`src/rtl/blkmem_pkg.sv`:
```
package blkmem_pkg;

  localparam int unsigned WORD_W = 32;

  typedef enum logic [1:0] {
    ORG_NARROW = 2'd0,
    ORG_WIDE   = 2'd1,
    ORG_INTLV  = 2'd2
  } org_e;

  typedef enum logic [1:0] {
    ST_IDLE   = 2'd0,
    ST_ACCESS = 2'd1,
    ST_XFER   = 2'd2
  } st_e;

  // Contents of memory as a pure function of the word address.
  function automatic logic [WORD_W-1:0] word_pattern(input logic [31:0] waddr);
    logic [31:0] prod;
    prod = waddr * 32'h9E3779B1;
    return prod ^ 32'hA5A50F0F;
  endfunction

endpackage

```
`src/rtl/blkmem_seq.sv`:
```
module blkmem_seq
  import blkmem_pkg::*;
#(
  parameter org_e        ORG     = ORG_NARROW,
  parameter int unsigned WORDS   = 4,
  parameter int unsigned ACC_LAT = 15,
  parameter int unsigned ADDR_W  = 10,
  localparam int unsigned IDX_W  = (WORDS > 1) ? $clog2(WORDS) : 1,
  localparam int unsigned LAT_W  = (ACC_LAT > 1) ? $clog2(ACC_LAT) : 1
) (
  input  logic              clk,
  input  logic              rst_n,
  input  logic              req,
  input  logic [ADDR_W-1:0] blk_addr,
  output logic              accept,
  output logic              busy,
  output logic              last_xfer,
  output logic [ADDR_W-1:0] addr_q,
  output logic [WORDS-1:0]  ld_en,
  output logic [WORDS-1:0]  xfer_vld
);

  st_e              st_q, st_d;
  logic [LAT_W-1:0] lat_q, lat_d;
  logic [IDX_W-1:0] widx_q, widx_d;
  logic             ld_fire;

  assign accept = (st_q == ST_IDLE) && req;
  assign busy   = (st_q != ST_IDLE);

  if (ORG == ORG_WIDE) begin : g_last_wide
    assign last_xfer = (st_q == ST_XFER);
  end else begin : g_last_seq
    assign last_xfer = (st_q == ST_XFER) && (widx_q == IDX_W'(WORDS-1));
  end

  // Next-state process
  always_comb begin
    st_d    = st_q;
    lat_d   = lat_q;
    widx_d  = widx_q;
    ld_fire = 1'b0;
    case (st_q)
      ST_IDLE: begin
        if (req) begin
          st_d   = ST_ACCESS;
          lat_d  = '0;
          widx_d = '0;
        end
      end
      ST_ACCESS: begin
        if (lat_q == LAT_W'(ACC_LAT-1)) begin
          st_d    = ST_XFER;
          ld_fire = 1'b1;
        end else begin
          lat_d = lat_q + 1'b1;
        end
      end
      ST_XFER: begin
        if (last_xfer) begin
          st_d = ST_IDLE;
        end else begin
          widx_d = widx_q + 1'b1;
          if (ORG == ORG_NARROW) begin
            st_d  = ST_ACCESS;
            lat_d = '0;
          end
        end
      end
      default: st_d = ST_IDLE;
    endcase
  end

  // Per-lane load and transfer strobes, shaped by the organization
  for (genvar i = 0; i < WORDS; i++) begin : g_lane
    if (ORG == ORG_NARROW) begin : g_ld_one
      assign ld_en[i] = ld_fire && (widx_q == IDX_W'(i));
    end else begin : g_ld_all
      assign ld_en[i] = ld_fire;
    end
    if (ORG == ORG_WIDE) begin : g_vld_all
      assign xfer_vld[i] = (st_q == ST_XFER);
    end else begin : g_vld_one
      assign xfer_vld[i] = (st_q == ST_XFER) && (widx_q == IDX_W'(i));
    end
  end

  // Register process
  always_ff @(posedge clk or negedge rst_n) begin
    if (!rst_n) begin
      st_q   <= ST_IDLE;
      lat_q  <= '0;
      widx_q <= '0;
      addr_q <= '0;
    end else begin
      st_q   <= st_d;
      lat_q  <= lat_d;
      widx_q <= widx_d;
      if (accept) begin
        addr_q <= blk_addr;
      end
    end
  end

  p_accept_busy_r2: assert property (@(posedge clk) disable iff (!rst_n)
    accept |=> busy);

  p_addr_hold_r8: assert property (@(posedge clk) disable iff (!rst_n)
    (busy && !last_xfer) |=> $stable(addr_q));

  if (ORG == ORG_WIDE) begin : g_chk_wide
    p_all_lanes_r4: assert property (@(posedge clk) disable iff (!rst_n)
      (xfer_vld != '0) |-> (&xfer_vld));
  end else begin : g_chk_seq
    p_one_lane_r5: assert property (@(posedge clk) disable iff (!rst_n)
      $countones(xfer_vld) <= 1);
  end

  if (ORG == ORG_NARROW) begin : g_chk_gap
    p_access_gap_r3: assert property (@(posedge clk) disable iff (!rst_n)
      ((xfer_vld != '0) && !last_xfer) |=> (xfer_vld == '0));
  end

endmodule

```
`src/rtl/blkmem_bank.sv`:
```
module blkmem_bank
  import blkmem_pkg::*;
#(
  parameter int unsigned ADDR_W = 10,
  parameter int unsigned WORDS  = 4,
  parameter int unsigned LANE   = 0
) (
  input  logic              clk,
  input  logic              rst_n,
  input  logic              ld,
  input  logic [ADDR_W-1:0] blk_addr,
  output logic [WORD_W-1:0] rdata
);

  logic [31:0]       waddr;
  logic [WORD_W-1:0] data_d;
  logic [WORD_W-1:0] data_q;

  assign waddr = 32'(blk_addr) * 32'(WORDS) + 32'(LANE);

  always_comb begin
    data_d = data_q;
    if (ld) begin
      data_d = word_pattern(waddr);
    end
  end

  always_ff @(posedge clk or negedge rst_n) begin
    if (!rst_n) begin
      data_q <= '0;
    end else begin
      data_q <= data_d;
    end
  end

  assign rdata = data_q;

endmodule

```
`src/rtl/blkmem_pen.sv`:
```
module blkmem_pen
  import blkmem_pkg::*;
#(
  parameter org_e        ORG     = ORG_NARROW,
  parameter int unsigned WORDS   = 4,
  parameter int unsigned ACC_LAT = 15,
  parameter int unsigned PEN_W   = 7,
  localparam int unsigned EXP_PEN =
    (ORG == ORG_NARROW) ? 1 + WORDS * (ACC_LAT + 1) :
    (ORG == ORG_WIDE)   ? ACC_LAT + 2 :
                          1 + ACC_LAT + WORDS
) (
  input  logic             clk,
  input  logic             rst_n,
  input  logic             accept,
  input  logic             busy,
  input  logic             last_xfer,
  output logic [PEN_W-1:0] pen
);

  logic [PEN_W-1:0] cnt_q, cnt_d;
  logic [PEN_W-1:0] pen_q, pen_d;

  // The request cycle counts as the first cycle of the penalty.
  always_comb begin
    cnt_d = cnt_q;
    pen_d = pen_q;
    if (accept) begin
      cnt_d = PEN_W'(1);
    end else if (busy) begin
      cnt_d = cnt_q + 1'b1;
    end
    if (busy && last_xfer) begin
      pen_d = cnt_q + 1'b1;
    end
  end

  always_ff @(posedge clk or negedge rst_n) begin
    if (!rst_n) begin
      cnt_q <= '0;
      pen_q <= '0;
    end else begin
      cnt_q <= cnt_d;
      pen_q <= pen_d;
    end
  end

  assign pen = pen_q;

  p_pen_value_r7: assert property (@(posedge clk) disable iff (!rst_n)
    (busy && last_xfer) |=> (pen_q == PEN_W'(EXP_PEN)));

endmodule

```
`src/rtl/blkmem_fetch.sv`:
```
module blkmem_fetch
  import blkmem_pkg::*;
#(
  parameter org_e        ORG     = ORG_NARROW,
  parameter int unsigned WORDS   = 4,
  parameter int unsigned ACC_LAT = 15,
  parameter int unsigned ADDR_W  = 10,
  localparam int unsigned PEN_W  = $clog2(WORDS * (ACC_LAT + 1) + 2)
) (
  input  logic                    clk,
  input  logic                    rst_n,
  input  logic                    req,
  input  logic [ADDR_W-1:0]       blk_addr,
  output logic                    busy,
  output logic [WORDS-1:0]        word_vld,
  output logic [WORDS*WORD_W-1:0] blk_data,
  output logic [PEN_W-1:0]        miss_pen
);

  logic [1:0]        rs_q;
  logic              rst_n_s;
  logic              accept;
  logic              last_xfer;
  logic [ADDR_W-1:0] addr_q;
  logic [WORDS-1:0]  ld_en;

  // Asynchronous assertion, synchronous release
  always_ff @(posedge clk or negedge rst_n) begin
    if (!rst_n) begin
      rs_q <= 2'b00;
    end else begin
      rs_q <= {rs_q[0], 1'b1};
    end
  end
  assign rst_n_s = rs_q[1];

  blkmem_seq #(
    .ORG(ORG), .WORDS(WORDS), .ACC_LAT(ACC_LAT), .ADDR_W(ADDR_W)
  ) u_seq (
    .clk(clk), .rst_n(rst_n_s), .req(req), .blk_addr(blk_addr),
    .accept(accept), .busy(busy), .last_xfer(last_xfer),
    .addr_q(addr_q), .ld_en(ld_en), .xfer_vld(word_vld)
  );

  for (genvar i = 0; i < WORDS; i++) begin : g_bank
    blkmem_bank #(
      .ADDR_W(ADDR_W), .WORDS(WORDS), .LANE(i)
    ) u_bank (
      .clk(clk), .rst_n(rst_n_s), .ld(ld_en[i]), .blk_addr(addr_q),
      .rdata(blk_data[i*WORD_W +: WORD_W])
    );
  end

  blkmem_pen #(
    .ORG(ORG), .WORDS(WORDS), .ACC_LAT(ACC_LAT), .PEN_W(PEN_W)
  ) u_pen (
    .clk(clk), .rst_n(rst_n_s), .accept(accept), .busy(busy),
    .last_xfer(last_xfer), .pen(miss_pen)
  );

  p_vld_in_busy_r2: assert property (@(posedge clk) disable iff (!rst_n_s)
    (word_vld != '0) |-> busy);

  p_free_after_last_r2: assert property (@(posedge clk) disable iff (!rst_n_s)
    (busy && last_xfer) |=> !busy);

endmodule

```
`config.mk`:
```
export PLATFORM = sky130hd
export DESIGN_NAME = blkmem_fetch
export DESIGN_NICKNAME = d
export VERILOG_FILES = /design/src/rtl/blkmem_pkg.sv /design/src/rtl/blkmem_seq.sv /design/src/rtl/blkmem_bank.sv /design/src/rtl/blkmem_pen.sv /design/src/rtl/blkmem_fetch.sv
export SDC_FILE = /design/constraint.sdc
export NUM_CORES = 1
export LEC_CHECK = 0
export CAP_MARGIN = 30
export CORE_ASPECT_RATIO = 0.6
export CORE_MARGIN = 2
export CORE_UTILIZATION = 58
export DETAILED_ROUTE_END_ITERATION = 8
export DONT_BUFFER_PORTS = 1
export PLACE_DENSITY = 0.8
export SETUP_SLACK_MARGIN = 0.15
export SLEW_MARGIN = 0
export SYNTH_ARGS = -nofsm -noshare
export SYNTH_HDL_FRONTEND = slang
export SYNTH_SLANG_ARGS = --single-unit
```
`constraint.sdc`:
```
create_clock -name clk -period 14.35 [get_ports clk]
set_input_delay 1.435 -clock clk [delete_from_list [all_inputs] [get_ports clk]]
set_output_delay 1.435 -clock clk [all_outputs]
set_load 0.005 [all_outputs]
```
-- Yosys cells after proc, flatten, opt, wreduce, memory -nomap -nowiden
Index checks and enable logic that the tools add are counted.
- $add $sub $neg: 6
- $mul: 4
- eq/ne operators: 10
- mux-type cells: 15
- bitwise operators: 4
- reductions and logical operators: 19
- operators by type and width (operator ; count):
    multiplier 32 x 32 -> 32 bit (second input constant) ; 3
    inverter 16 bit ; 4
    multiplier 10 x 32 -> 30 bit (second input constant) ; 1
    adder 12 x 2 -> 13 bit (second input constant) ; 2
    2-to-1 mux 7 bit ; 2
    adder 12 x 1 -> 13 bit (second input constant) ; 1
    2-to-1 mux 4 bit ; 3
    one-hot mux 4 bit (3 select lines) ; 1
    logical AND 1 bit ; 10
    2-to-1 mux 2 bit ; 4
    adder 7 x 1 -> 7 bit (second input constant) ; 1
    equality test 2 bit (second input constant) ; 3
    inequality test 2 bit (second input constant) ; 3
    one-hot mux 2 bit (3 select lines) ; 1
    nonzero test 2 bit ; 3
    adder 4 x 1 -> 4 bit (second input constant) ; 1
    equality test 2 x 1 -> 1 bit (second input constant) ; 2
    equality test 4 bit (second input constant) ; 1
    zero test 2 bit ; 2
    one-hot mux 2 bit (2 select lines) ; 1
    AND reduction 4 bit ; 1
    2-to-1 mux 1 bit ; 3
    AND reduction 3 bit ; 1
    nonzero test 3 bit ; 1
    other kinds (3) ; 3
- bits in registers: 162
- input bits: 13
- output and inout bits: 140
- logic and storage cells: 69

-- Longest topological paths before layout
Gate-level depths: netlist of run 1.
- depth after elaboration: 4
- gate-level depth with buffers: 21
- gate-level depth less buffers: 20

-- By module
Synthesis of run 1 repeated with hierarchy kept, for this count alone.
- cells, all modules: 2440
- area total of the unflattened synthesis: 23538.8 um^2
- modules (own cells, without submodules) (module ; times used ; cells each ; area an instance (um^2) ; seq. area each (um^2)):
    blkmem_bank at g_bank[3].u_bank ; 1 ; 603 ; 5619.1 ; 750.7
    blkmem_bank at g_bank[2].u_bank ; 1 ; 583 ; 5577.8 ; 775.7
    blkmem_bank at g_bank[1].u_bank ; 1 ; 588 ; 5562.8 ; 775.7
    blkmem_bank at g_bank[0].u_bank ; 1 ; 516 ; 5132.4 ; 775.7
    blkmem_seq ; 1 ; 81 ; 928.4 ; 450.4
    blkmem_pen ; 1 ; 66 ; 664.4 ; 350.3
    blkmem_fetch ; 1 ; 3 ; 53.8 ; 50.0

-- Worst setup path after synthesis of run 1
OpenSTA, ideal clock, no wires.
- path kind: flip-flop to flip-flop
- from: register u_seq.addr_q[0]
- to: register g_bank[3].u_bank.data_q[30]
- setup time: 104 ps
- arrival: 6082 ps
- slack: 8165 ps
- stages on the path, launching flop included: 22
- path buffers: 2
- period minus slack after synthesis: 6185 ps
- path through: dfrtp_1 clkbuf_1 inv_1 ha_1 clkbuf_1 xor2_1 inv_1 ha_1 xor2_1 fa_1 inv_1 fa_1 inv_1 ha_1 nand2_1 o21ai_0 a31oi_1 o311ai_2 nand3_1 nor3_1 or4_1 o311ai_1
- longest elaborated chain between the ends: 2
- RTL lines (item ; RTL line ; text):
    start, declared ; blkmem_seq.sv:18 ; output logic [ADDR_W-1:0] addr_q,
    start signal, assigned ; blkmem_seq.sv:100 ; addr_q <= blk_addr;
    adder 12 x 2 -> 13 bit ; blkmem_bank.sv:19 ; assign waddr = 32'(blk_addr) * 32'(WORDS) + 32'(LANE);
    multiplier 32 x 32 -> 32 bit ; blkmem_pkg.sv:20 ; prod = waddr * 32'h9E3779B1;
    end signal, assigned ; blkmem_bank.sv:32 ; data_q <= data_d;
    end, declared ; blkmem_bank.sv:17 ; logic [WORD_W-1:0] data_q;
Every way passes these cells.
A chain may end at the register's enable or synchronous reset.

-- Final worst setup path of run 1
- from: register u_seq.addr_q[0]
- to: register g_bank[2].u_bank.data_q[27]
- longest elaborated chain between the ends: 2
- RTL lines (item ; RTL line):
    adder 12 x 2 -> 13 bit ; blkmem_bank.sv:19
    multiplier 32 x 32 -> 32 bit ; blkmem_pkg.sv:20
    end signal, assigned ; blkmem_bank.sv:32
    end, declared ; blkmem_bank.sv:17
Every way passes these cells.

==> impl_metrics.json, run 1 <==
{
  "area.growth.synth_to_final_pct": 5.56,
  "max_slew.worst_pin.slew_ns": 0.936,
  "clkSlewWorstSetupHoldPaths_ns": 0.08,
  "final_util_pct": 62.3,
  "die_width_um": 239,
  "gp_routability_congestion": 1.06,
  "criticalPathCategory": "reg2reg",
  "tritoncts.num_buffers": 17,
  "initial_utilization_pct": 59.0,
  "number_of_flops_mapped_to_enable_cells_by_yosys": 0,
  "fp.dieArea_mm2": 0.0346,
  "fin_skew_ns": 0.0155,
  "grt_setup_unrepaired": "no",
  "core_region_area_mm2": 0.0325,
  "post_route_cells_drive_above_1_share_pct": 4.28,
  "cts_tree": "yes",
  "number_of_buffers_between_clock_root_and_the_deepest_sink": 2,
  "ys_ff_latch": 157,
  "antenna_left": 0,
  "worst_r2r_startpoint": "u_seq.addr_q[0]",
  "die_height_um": 145,
  "drc": 0,
  "fmax_mhz": 156,
  "maximum_number_of_pins_on_one_net_before_global_route_repair": 65,
  "synthesis.area_mm2": 0.0192,
  "dr.pass1.iters": 5,
  "filler_instances": 2790,
  "final_area_mm2": 0.0202,
  "detailed_route_iter0_violations": 1341,
  "cts-resized-gates": 0,
  "syn_inst": 2052,
  "wire_length_of_the_first_global_routing_pass_um": 86000,
  "finalCriticalPeriod_ns": 6.42,
  "dp_hpwl_um": 46200,
  "max_slew_margin_pct": 37.4,
  "synth_area_per_cell_um2": 9.35,
  "cts-hold-fix-buffers": 0,
  "timing.critical_path.from_type": "flip-flop",
  "route.met2.wl_um": 21900,
  "cp_data_required_time_ns": 14.67,
  "synthFlopType": "dfrtp_1",
  "yosysTopAreaCell": "fa_1",
  "critical_path.reg2reg.endpoint": "g_bank[2].u_bank.rdata[27]",
  "sort_of_element_at_the_end_of_the_critical_path": "flip-flop",
  "placementRows": 51,
  "postSynth.asyncResetShare_pct": 100,
  "max-cap-violations": 0,
  "grt_overflow_total": 0,
  "status": "complete, no violations",
  "clk-insertion-delay-late_ns": 0.47,
  "yosys.cell_types.count": 74,
  "critical_path_arrival_ns": 6.74,
  "cts-root-buf": "clkbuf_16",
  "worst-r2r-cell-count": 18,
  "htree_levels": 4,
  "routedLengthMet1_um": 26000,
  "detailroute.via_count": 14400,
  "yosys_warnings": 0,
  "synth_top_area_share_pct": 26.3,
  "postCtsSetupRepairBufs": 0,
  "slew_viol_final": 0,
  "tns_ns": 0,
  "topRoutingLayerUsed": "met5",
  "detailroute.wirelength.met3_um": 7060,
  "setup_viol": 0,
  "io_pins": 153,
  "detailed_place.area_mm2": 0.0196,
  "post_drt_via_cell_ratio": 5.82,
  "synth.yosys.seq_area_share_pct": 20.5,
  "via_count_of_the_first_global_routing_pass": 14300,
  "antenna_cells_inserted": 0,
  "dominant_cells_by_area_after_synthesis": "fa_1, dfrtp_1, ha_1, inv_1, o21ai_0",
  "hold_class": "reg2async",
  "io_buffer_count": 0,
  "final_nets": 2539,
  "grt.total_usage_pct": 34.0,
  "antenna_found_initial": 0,
  "wl_per_cell_um": 22.5,
  "hold_viol": 0,
  "tritoncts_num_sinks": 157,
  "final_min_period_over_clock_period_pct": 44.7,
  "wirelength_routed_um": 55900,
  "internal_reg_to_reg_setup_slack_ns": 7.93,
  "cp_max_fo": 28
}
[cell families (layout without fill, tap and decap cells)]
logic type / count (synthesis) / after routing / synth area share [%]
XOR/XNOR: 120 / 120 / 5.48
multiplexers: 16 / 16 / 0.907
AND/OR/NAND/NOR: 364 / 364 / 8.57
AO/OA/AOI/OAI: 411 / 411 / 13.3
buffers and inverters: 499 / 499 / 9.88
other: 2 / 6 / 0.0392
flip-flops: 157 / 157 / 20.5
adder cells (fa/ha/maj): 483 / 483 / 41.4
[cell usage after synthesis, types with 6 or more instances]
cell and n:
ha_1 231, nand2_1 178, and3_1 8, mux2_2 11, o211ai_1 8, o22ai_1 8
dfrtp_1 157, nand2b_1 16, o21ai_1 9, and2_1 10, nand3_1 30, xnor2_1 73
clkbuf_1 41, nor2_1 69, a31oi_1 11, o21bai_1 8, a21oi_1 84, nor3_1 9
buf_4 6, o21ai_0 167, nand4_1 7, a211oi_1 16, fa_1 252, xor2_1 47
nor2b_1 9, o21a_1 13, inv_1 451, a21o_1 35
[how the worst max path moves through the flow]
stage                    start                    endpoint  slack, ns  cells past startpoint
3_5_place_dp   u_seq.addr_q[0]  g_bank[2].u_bank.rdata[27]       8.06                     18
3_3_place_gp   u_seq.addr_q[6]  g_bank[3].u_bank.rdata[30]       8.16                     16
6_report       u_seq.addr_q[0]  g_bank[2].u_bank.rdata[27]       7.93                     18
4_1_cts        u_seq.addr_q[0]  g_bank[2].u_bank.rdata[27]       7.99                     18
2_1_floorplan  u_seq.addr_q[0]  g_bank[3].u_bank.rdata[30]       8.16                     21
5_1_grt        u_seq.addr_q[0]  g_bank[3].u_bank.rdata[30]       7.56                     20
[cell type report]
| cell class | instances | area (um2) | share of cell area (%) |
|---|---|---|---|
| Multi-Input combinational cell | 1400 | 13400 | 66.1 |
| Timing Repair Buffer | 15 | 113 | 0.556 |
| Sequential cell | 157 | 3930 | 19.4 |
| Clock inverter | 15 | 170 | 0.841 |
| Inverter | 452 | 1700 | 8.38 |
| Tap cell | 424 | 531 | 2.62 |
| Clock buffer | 17 | 425 | 2.10 |
[state kept, by name (all words and copies together), names as in the netlist]
signal,flops
u_seq.widx_q,2
rs_q,2
u_seq.st_q,2
u_pen.cnt_q,7
u_seq.lat_q,4
g_bank.u_bank.rdata,123
u_seq.addr_q,10
u_pen.pen,7
[routing by layer]
metal / global-route usage [%] / vias up
met4: 7.07 / 2
li1: - / 6522
met3: 14.4 / 72
met1: 50.0 / 7216
met5: 1.73 / -
met2: 46.2 / 632
[critical path, cell delays in order, from the launching register on]
cell      delay (ns)
dfrtp_1         0.33
buf_4           0.45
inv_1           0.26
ha_1            0.81
inv_1           0.60
fa_1            0.69
inv_1           0.06
fa_1            0.58
inv_1           0.08
fa_1            0.48
inv_1           0.04
ha_1            0.22
a21oi_1         0.26
o21ai_0         0.21
a221oi_1        0.40
o221ai_1        0.22
a21oi_1         0.23
xor2_1          0.19
o21ai_0         0.10
[stage by stage]
stage / hold slack [ns] / setup slack (ns) / instances
4_1_cts: 0.370 / 7.99 / 2480
3_3_place_gp: 0.337 / 8.16 / 2448
6_report: 0.365 / 7.93 / 2480
2_1_floorplan: 0.331 / 8.16 / 2056
3_5_place_dp: 0.351 / 8.06 / 2448
5_1_grt: 0.382 / 7.56 / 2480
[cell usage in the layout (no fill, tap or decap), types with 9 or more instances in the layout]
| cell type | Yosys | routed |
|---|---|---|
| o21ai_1 | 9 | 9 |
| nor2_1 | 69 | 69 |
| nor3_1 | 9 | 9 |
| buf_4 | 6 | 15 |
| a21o_1 | 35 | 35 |
| xor2_1 | 47 | 47 |
| nand2_1 | 178 | 175 |
| a31oi_1 | 11 | 11 |
| mux2_2 | 11 | 11 |
| o21a_1 | 13 | 13 |
| and2_1 | 10 | 10 |
| o21ai_0 | 167 | 167 |
| nor2b_1 | 9 | 9 |
| dfrtp_1 | 157 | 156 |
| xnor2_1 | 73 | 73 |
| nand3_1 | 30 | 30 |
| a21oi_1 | 84 | 84 |
| inv_1 | 451 | 451 |
| fa_1 | 252 | 252 |
| a211oi_1 | 16 | 16 |
| clkbuf_16 | 0 | 17 |
| nand2b_1 | 16 | 16 |
| ha_1 | 231 | 231 |
Power of run 1 is left out: the tool's default activity adds up to more than one toggle a clock period on the data nets, which glitch-free logic cannot reach.
==> run 2: changes to the inputs <==
- PLACE_DENSITY: 0.8 -> 0.82
- clock period: 14.35 -> 5.2 ns (I/O delays scaled with it)
==> run 2 against run 1 <==
Compared with the run above:
- die area stayed put
- highest routed layer unchanged
- count of clock-buffer cells in the layout is 1 higher
- critical path depth stayed put
- critical endpoint is now g_bank[1].u_bank.rdata[24]
- routed wire length is 18% higher
- final cell count is 12% higher
- worst hold slack worse by 0.19 ns
- final area is 20% higher
- global-route usage is 3.7 points higher
==> impl_metrics.json, run 2 (synthesis results as in run 1) <==
{
  "timing.hold.worst_path_depth": 2,
  "layout_commonest_cell": "inv_1",
  "hold_class": "in2reg",
  "wire_length_of_the_first_global_routing_pass_um": 93900,
  "placementRows": 51,
  "dp.cells": 2697,
  "internal_reg_to_reg_setup_slack_ns": 0.05,
  "final_nets": 2845,
  "status": "complete, no violations",
  "largest_register_ffs": 123,
  "antenna_found_initial": 0,
  "tritoncts_num_sinks": 157,
  "cp_data_required_time_ns": 5.54,
  "fp.dieArea_mm2": 0.0346,
  "via_count_of_the_first_global_routing_pass": 15600,
  "htree_levels": 4,
  "area.growth.synth_to_final_pct": 26.6,
  "detailed_route_iter0_violations": 1257,
  "grt_setup_unrepaired": "yes",
  "io_buffer_count": 0,
  "number_of_buffers_between_clock_root_and_the_deepest_sink": 2,
  "max-cap-violations": 0,
  "die_height_um": 145,
  "post_route_cells_drive_above_1_share_pct": 28.1,
  "worst-r2r-cell-count": 18,
  "gp_routability_congestion": 1.03,
  "dr.pass1.iters": 5,
  "initial_utilization_pct": 59.0,
  "die_width_um": 239,
  "worstSetupStartpoint": "u_seq.addr_q[2]",
  "drc": 0,
  "critical_path_arrival_ns": 5.49,
  "timing.critical_path.from_type": "flip-flop",
  "antenna_left": 0,
  "cts_tree": "yes",
  "max_slew.worst_pin.slew_ns": 0.985,
  "tritoncts.num_buffers": 17,
  "clkSlewWorstSetupHoldPaths_ns": 0.07,
  "sort_of_element_at_the_end_of_the_critical_path": "flip-flop",
  "grt_overflow_total": 0,
  "io_pins": 153,
  "fin_skew_ns": 0.0138,
  "hold_viol": 0,
  "detailroute.via_count": 15900,
  "core_region_area_mm2": 0.0325,
  "finish.cell_count_without_fillers": 2786,
  "clk-insertion-delay-late_ns": 0.47,
  "criticalPathCategory": "reg2reg",
  "dp_hpwl_um": 52500,
  "cts-root-buf": "clkbuf_16",
  "setup_viol": 0,
  "final_min_period_over_clock_period_pct": 99.1,
  "maximum_number_of_pins_on_one_net_before_global_route_repair": 94,
  "most-common-layout-cells": "inv_1, buf_4, fa_1, ha_1, nand2_1",
  "post_drt_via_cell_ratio": 5.72,
  "worst_r2r_startpoint": "u_seq.addr_q[2]",
  "grt.total_usage_pct": 37.7,
  "fmax_mhz": 194,
  "wl_per_cell_um": 23.7,
  "antenna_cells_inserted": 0,
  "critical_path.reg2reg.endpoint": "g_bank[1].u_bank.rdata[24]",
  "wirelength_routed_um": 65900,
  "finalCriticalPeriod_ns": 5.15,
  "cp_max_fo": 4,
  "slew_viol_final": 0,
  "timing.hold.worst.start": "blk_addr[8]",
  "min_to": "u_seq.addr_q[8]",
  "max_slew_margin_pct": 34.1
}
==> run 2: changes by cell type in the layout (fill, tap and decap cells not counted), moves of 39 or more <==
cell | before | now
buf_4 | 15 | 283
inv_2 | 0 | 42
o21ai_0 | 167 | 128
inv_1 | 451 | 402
ha_1 | 231 | 170
ha_4 | 0 | 44
==> run 2: layout make-up <==
| type | count | area (um2) |
|---|---|---|
| tap | 424 | 531 |
| multi-input combinational | 1400 | 14900 |
| timing repair buffer | 321 | 2620 |
| sequential | 157 | 3940 |
| clock inverter | 14 | 175 |
| fill | 2283 | 8190 |
| inverter | 452 | 1720 |
| clock buffer | 18 | 429 |
==> run 2: per-stage QoR <==
stage	setup WS (ns)	hold WS (ns)	area [um2]	utilization [%]	TNS, ns
after global placement	-0.122	0.224	21800	67.1	-0.437
final	0.0465	0.176	24300	74.8	0
after CTS	0.117	0.161	22900	70.6	0
after detailed placement	-0.187	0.224	21800	67.1	-1.98
after floorplan	-0.240	0.224	19500	-	-1.41
after global routing	-0.0709	0.180	24300	74.8	-0.426
==> run 2: worst max path at each step <==
stage | end | slack (ns)
global route | g_bank[1].u_bank.rdata[28] | -0.07
CTS | g_bank[3].u_bank.rdata[30] | 0.12
finish | g_bank[1].u_bank.rdata[24] | 0.05
global placement | g_bank[0].u_bank.rdata[29] | -0.12
detailed placement | g_bank[0].u_bank.rdata[29] | -0.19
floorplan | g_bank[3].u_bank.rdata[30] | -0.24
==> run 2: metal layers <==
layer  GRT usage, %  vias to the layer above  share of wire, %
met5              0                        -             0.090
met1           54.8                     7988                44
met4           7.17                        2               1.5
met2           51.8                      715                41
li1               -                     7145                 -
met3           16.6                       73                13
==> run 2: timing repair <==
action                                  4_1_cts  5_1_grt
setup buffers                                16       39
hold endpoints to repair                      2        0
gates resized for setup                      88      244
pin swaps                                    36      123
hold buffers                                  1        0
endpoints found under the setup margin       45       54
==> run 2: worst max-delay path, stage by stage, from the launching register on <==
cell and delay, ns:
dfrtp_1 0.41, fa_2 0.63, inv_4 0.06, fa_2 0.41
buf_6 0.15, fa_1 0.47, inv_1 0.05, fa_1 0.56
inv_1 0.07, fa_1 0.53, inv_1 0.07, ha_4 0.30
nand3_4 0.08, or3_4 0.37, o221ai_4 0.23, a41o_4 0.28
a21oi_2 0.06, xnor2_1 0.22, o21ai_1 0.08
Power of run 2 is left out for the same reason.
==> run 3: changes to the inputs <==
--- a/config.mk
+++ b/config.mk
@@ -7,3 +7,2 @@
 export LEC_CHECK = 0
-export CAP_MARGIN = 30
 export CORE_ASPECT_RATIO = 0.6
--- a/constraint.sdc
+++ b/constraint.sdc
@@ -3,2 +3,2 @@
 set_output_delay 0.52 -clock clk [all_outputs]
-set_load 0.005 [all_outputs]
+set_load 0.02 [all_outputs]
==> run 3 against run 2 <==
Compared with the run above:
- utilization is 0.20 points higher
- non-clock buffer count down 5
- register-to-register slack improved by 0.05 ns
- clock skew increased by 0.0029 ns
- flip-flop and latch count unchanged
- setup slack better by 0.055 ns
- final cell count fell by 0.18%
- worst hold slack got worse by 0.0045 ns
- count of clock-buffer cells in the layout unchanged
==> impl_metrics.json, run 3 (synthesis results as in run 1) <==
{
  "hold_viol": 0,
  "setup_viol": 0,
  "fin_skew_ns": 0.0168,
  "tns_ns": 0,
  "wl_per_cell_um": 23.5,
  "most-common-layout-cells": "inv_1, buf_4, fa_1, nand2_1, ha_1",
  "io_buffer_count": 0,
  "timing.critical_path.from_type": "flip-flop",
  "die_width_um": 239,
  "hold_class": "in2reg",
  "post_drt_via_cell_ratio": 5.75,
  "crit_top_cell": "fa_1",
  "htree_levels": 4,
  "clkSlewWorstSetupHoldPaths_ns": 0.08,
  "filler_instances": 2281,
  "internal_reg_to_reg_setup_slack_ns": 0.10,
  "criticalPathCategory": "reg2reg",
  "layout_commonest_cell": "inv_1",
  "max_slew.worst_pin.slew_ns": 1.09,
  "worst_r2r_startpoint": "u_seq.addr_q[3]",
  "timing.hold.worst_path_depth": 2,
  "wirelength_routed_um": 65300,
  "area.growth.synth_to_final_pct": 27.0,
  "clk-insertion-delay-late_ns": 0.48,
  "dp_hpwl_um": 52500,
  "post_route_cells_drive_above_1_share_pct": 29.1,
  "grt.total_usage_pct": 37.7,
  "buf_inv_on_cp": 4,
  "tritoncts.num_buffers": 17,
  "cts_tree": "yes",
  "final_min_period_over_clock_period_pct": 98.1,
  "status": "complete, no violations",
  "dr.pass1.iters": 7,
  "seq_area_mm2": 0.00394,
  "tritoncts_num_sinks": 157,
  "antenna_cells_inserted": 0,
  "drc": 0,
  "fmax_mhz": 196,
  "gp_routability_congestion": 1.03,
  "cell_family_with_most_cp_delay": "adder cells",
  "critical_path_arrival_ns": 5.48,
  "die_height_um": 145,
  "antenna_left": 0,
  "min_to": "u_seq.addr_q[8]",
  "initial_utilization_pct": 59.0,
  "number_of_buffers_between_clock_root_and_the_deepest_sink": 2,
  "multi_input_comb_area_mm2": 0.0150,
  "slew_viol_final": 0,
  "placementRows": 51,
  "io_pins": 153,
  "timing.hold.worst.start": "blk_addr[8]",
  "grt_setup_unrepaired": "yes",
  "detailed_route_iter0_violations": 1191,
  "wire_length_of_the_first_global_routing_pass_um": 93900,
  "max-cap-violations": 0,
  "core_region_area_mm2": 0.0325,
  "cp_data_required_time_ns": 5.58,
  "sort_of_element_at_the_end_of_the_critical_path": "flip-flop",
  "max_slew_margin_pct": 27.2,
  "fp.dieArea_mm2": 0.0346,
  "cts-root-buf": "clkbuf_16",
  "cp_max_fo": 5,
  "maximum_number_of_pins_on_one_net_before_global_route_repair": 94,
  "grt_overflow_total": 0,
  "critical_path.slowest_cell": "fa_2",
  "via_count_of_the_first_global_routing_pass": 15600,
  "cpPeakStageDelay_ns": 0.59,
  "detailroute.via_count": 16000,
  "antenna_found_initial": 0,
  "worst-r2r-cell-count": 18,
  "largest_register_ffs": 123,
  "finalCriticalPeriod_ns": 5.10,
  "final_nets": 2840,
  "critical_path.cell_chain": "fa_2 > inv_4 > fa_1 > inv_1 > fa_2 > fa_1 > inv_2 > fa_1 > inv_1 > ha_2 > a21o_1 > a21oi_2 > nor2b_1 > or4_1 > o311ai_2 > a21oi_2 > or4_4 > o311ai_2",
  "critical_path.reg2reg.endpoint": "g_bank[3].u_bank.rdata[30]"
}
[run 3: cell count changes in the layout (fill, tap and decap cells not counted), moves of 4 or more]
cell     delta
ha_2        -4
fa_2        +9
inv_1      -13
fa_1        -9
nand2_2     +4
inv_2      +11
ha_1       -10
nand2_4     -4
ha_4       +14
[run 3: how the worst max path moves through the flow]
stage	end	from	depth (start not counted)
global route	g_bank[1].u_bank.rdata[30]	u_seq.addr_q[3]	18
floorplan	g_bank[3].u_bank.rdata[30]	u_seq.addr_q[0]	19
finish	g_bank[3].u_bank.rdata[30]	u_seq.addr_q[3]	18
global placement	g_bank[0].u_bank.rdata[29]	u_seq.addr_q[7]	19
detailed placement	g_bank[0].u_bank.rdata[29]	u_seq.addr_q[9]	19
CTS	g_bank[3].u_bank.rdata[30]	u_seq.addr_q[2]	18
[run 3: metal layers]
metal  track usage, %  vias to the layer above  routed length (um)
met5                0                        -                 125
li1                 -                     7134                   -
met4             7.17                        4                 916
met1             54.8                     8059               29300
met3             16.6                       62                8260
met2             51.8                      718               26700
[run 3: cell type report]
class,count,share of cell area [%]
Multi-Input combinational cell,1400,61.6
Tap cell,424,2.18
Clock inverter,14,0.719
Clock buffer,18,1.76
Inverter,452,7.09
Timing Repair Buffer,316,10.5
Sequential cell,157,16.2
[run 3: timing repair]
| action | CTS | global route |
|---|---|---|
| setup endpoints to repair | 45 | 55 |
| hold buffers | 1 | 0 |
| resized for setup | 88 | 267 |
| buffers inserted | 16 | 37 |
| endpoints found under the hold margin | 2 | 0 |
| pin swaps | 36 | 161 |
[run 3: metrics by stage]
step	hold WS (ns)	util (%)	worst slack (ns)	cell area (um2)	cells
detailed placement	0.224	67.1	-0.187	21800	2697
finish	0.172	75.0	0.101	24400	2781
global placement	0.224	67.1	-0.122	21800	2697
floorplan	0.224	-	-0.240	19500	2056
global route	0.180	75.0	-0.0180	24400	2781
CTS	0.161	70.6	0.117	22900	2746
Power of run 3 is left out for the same reason.
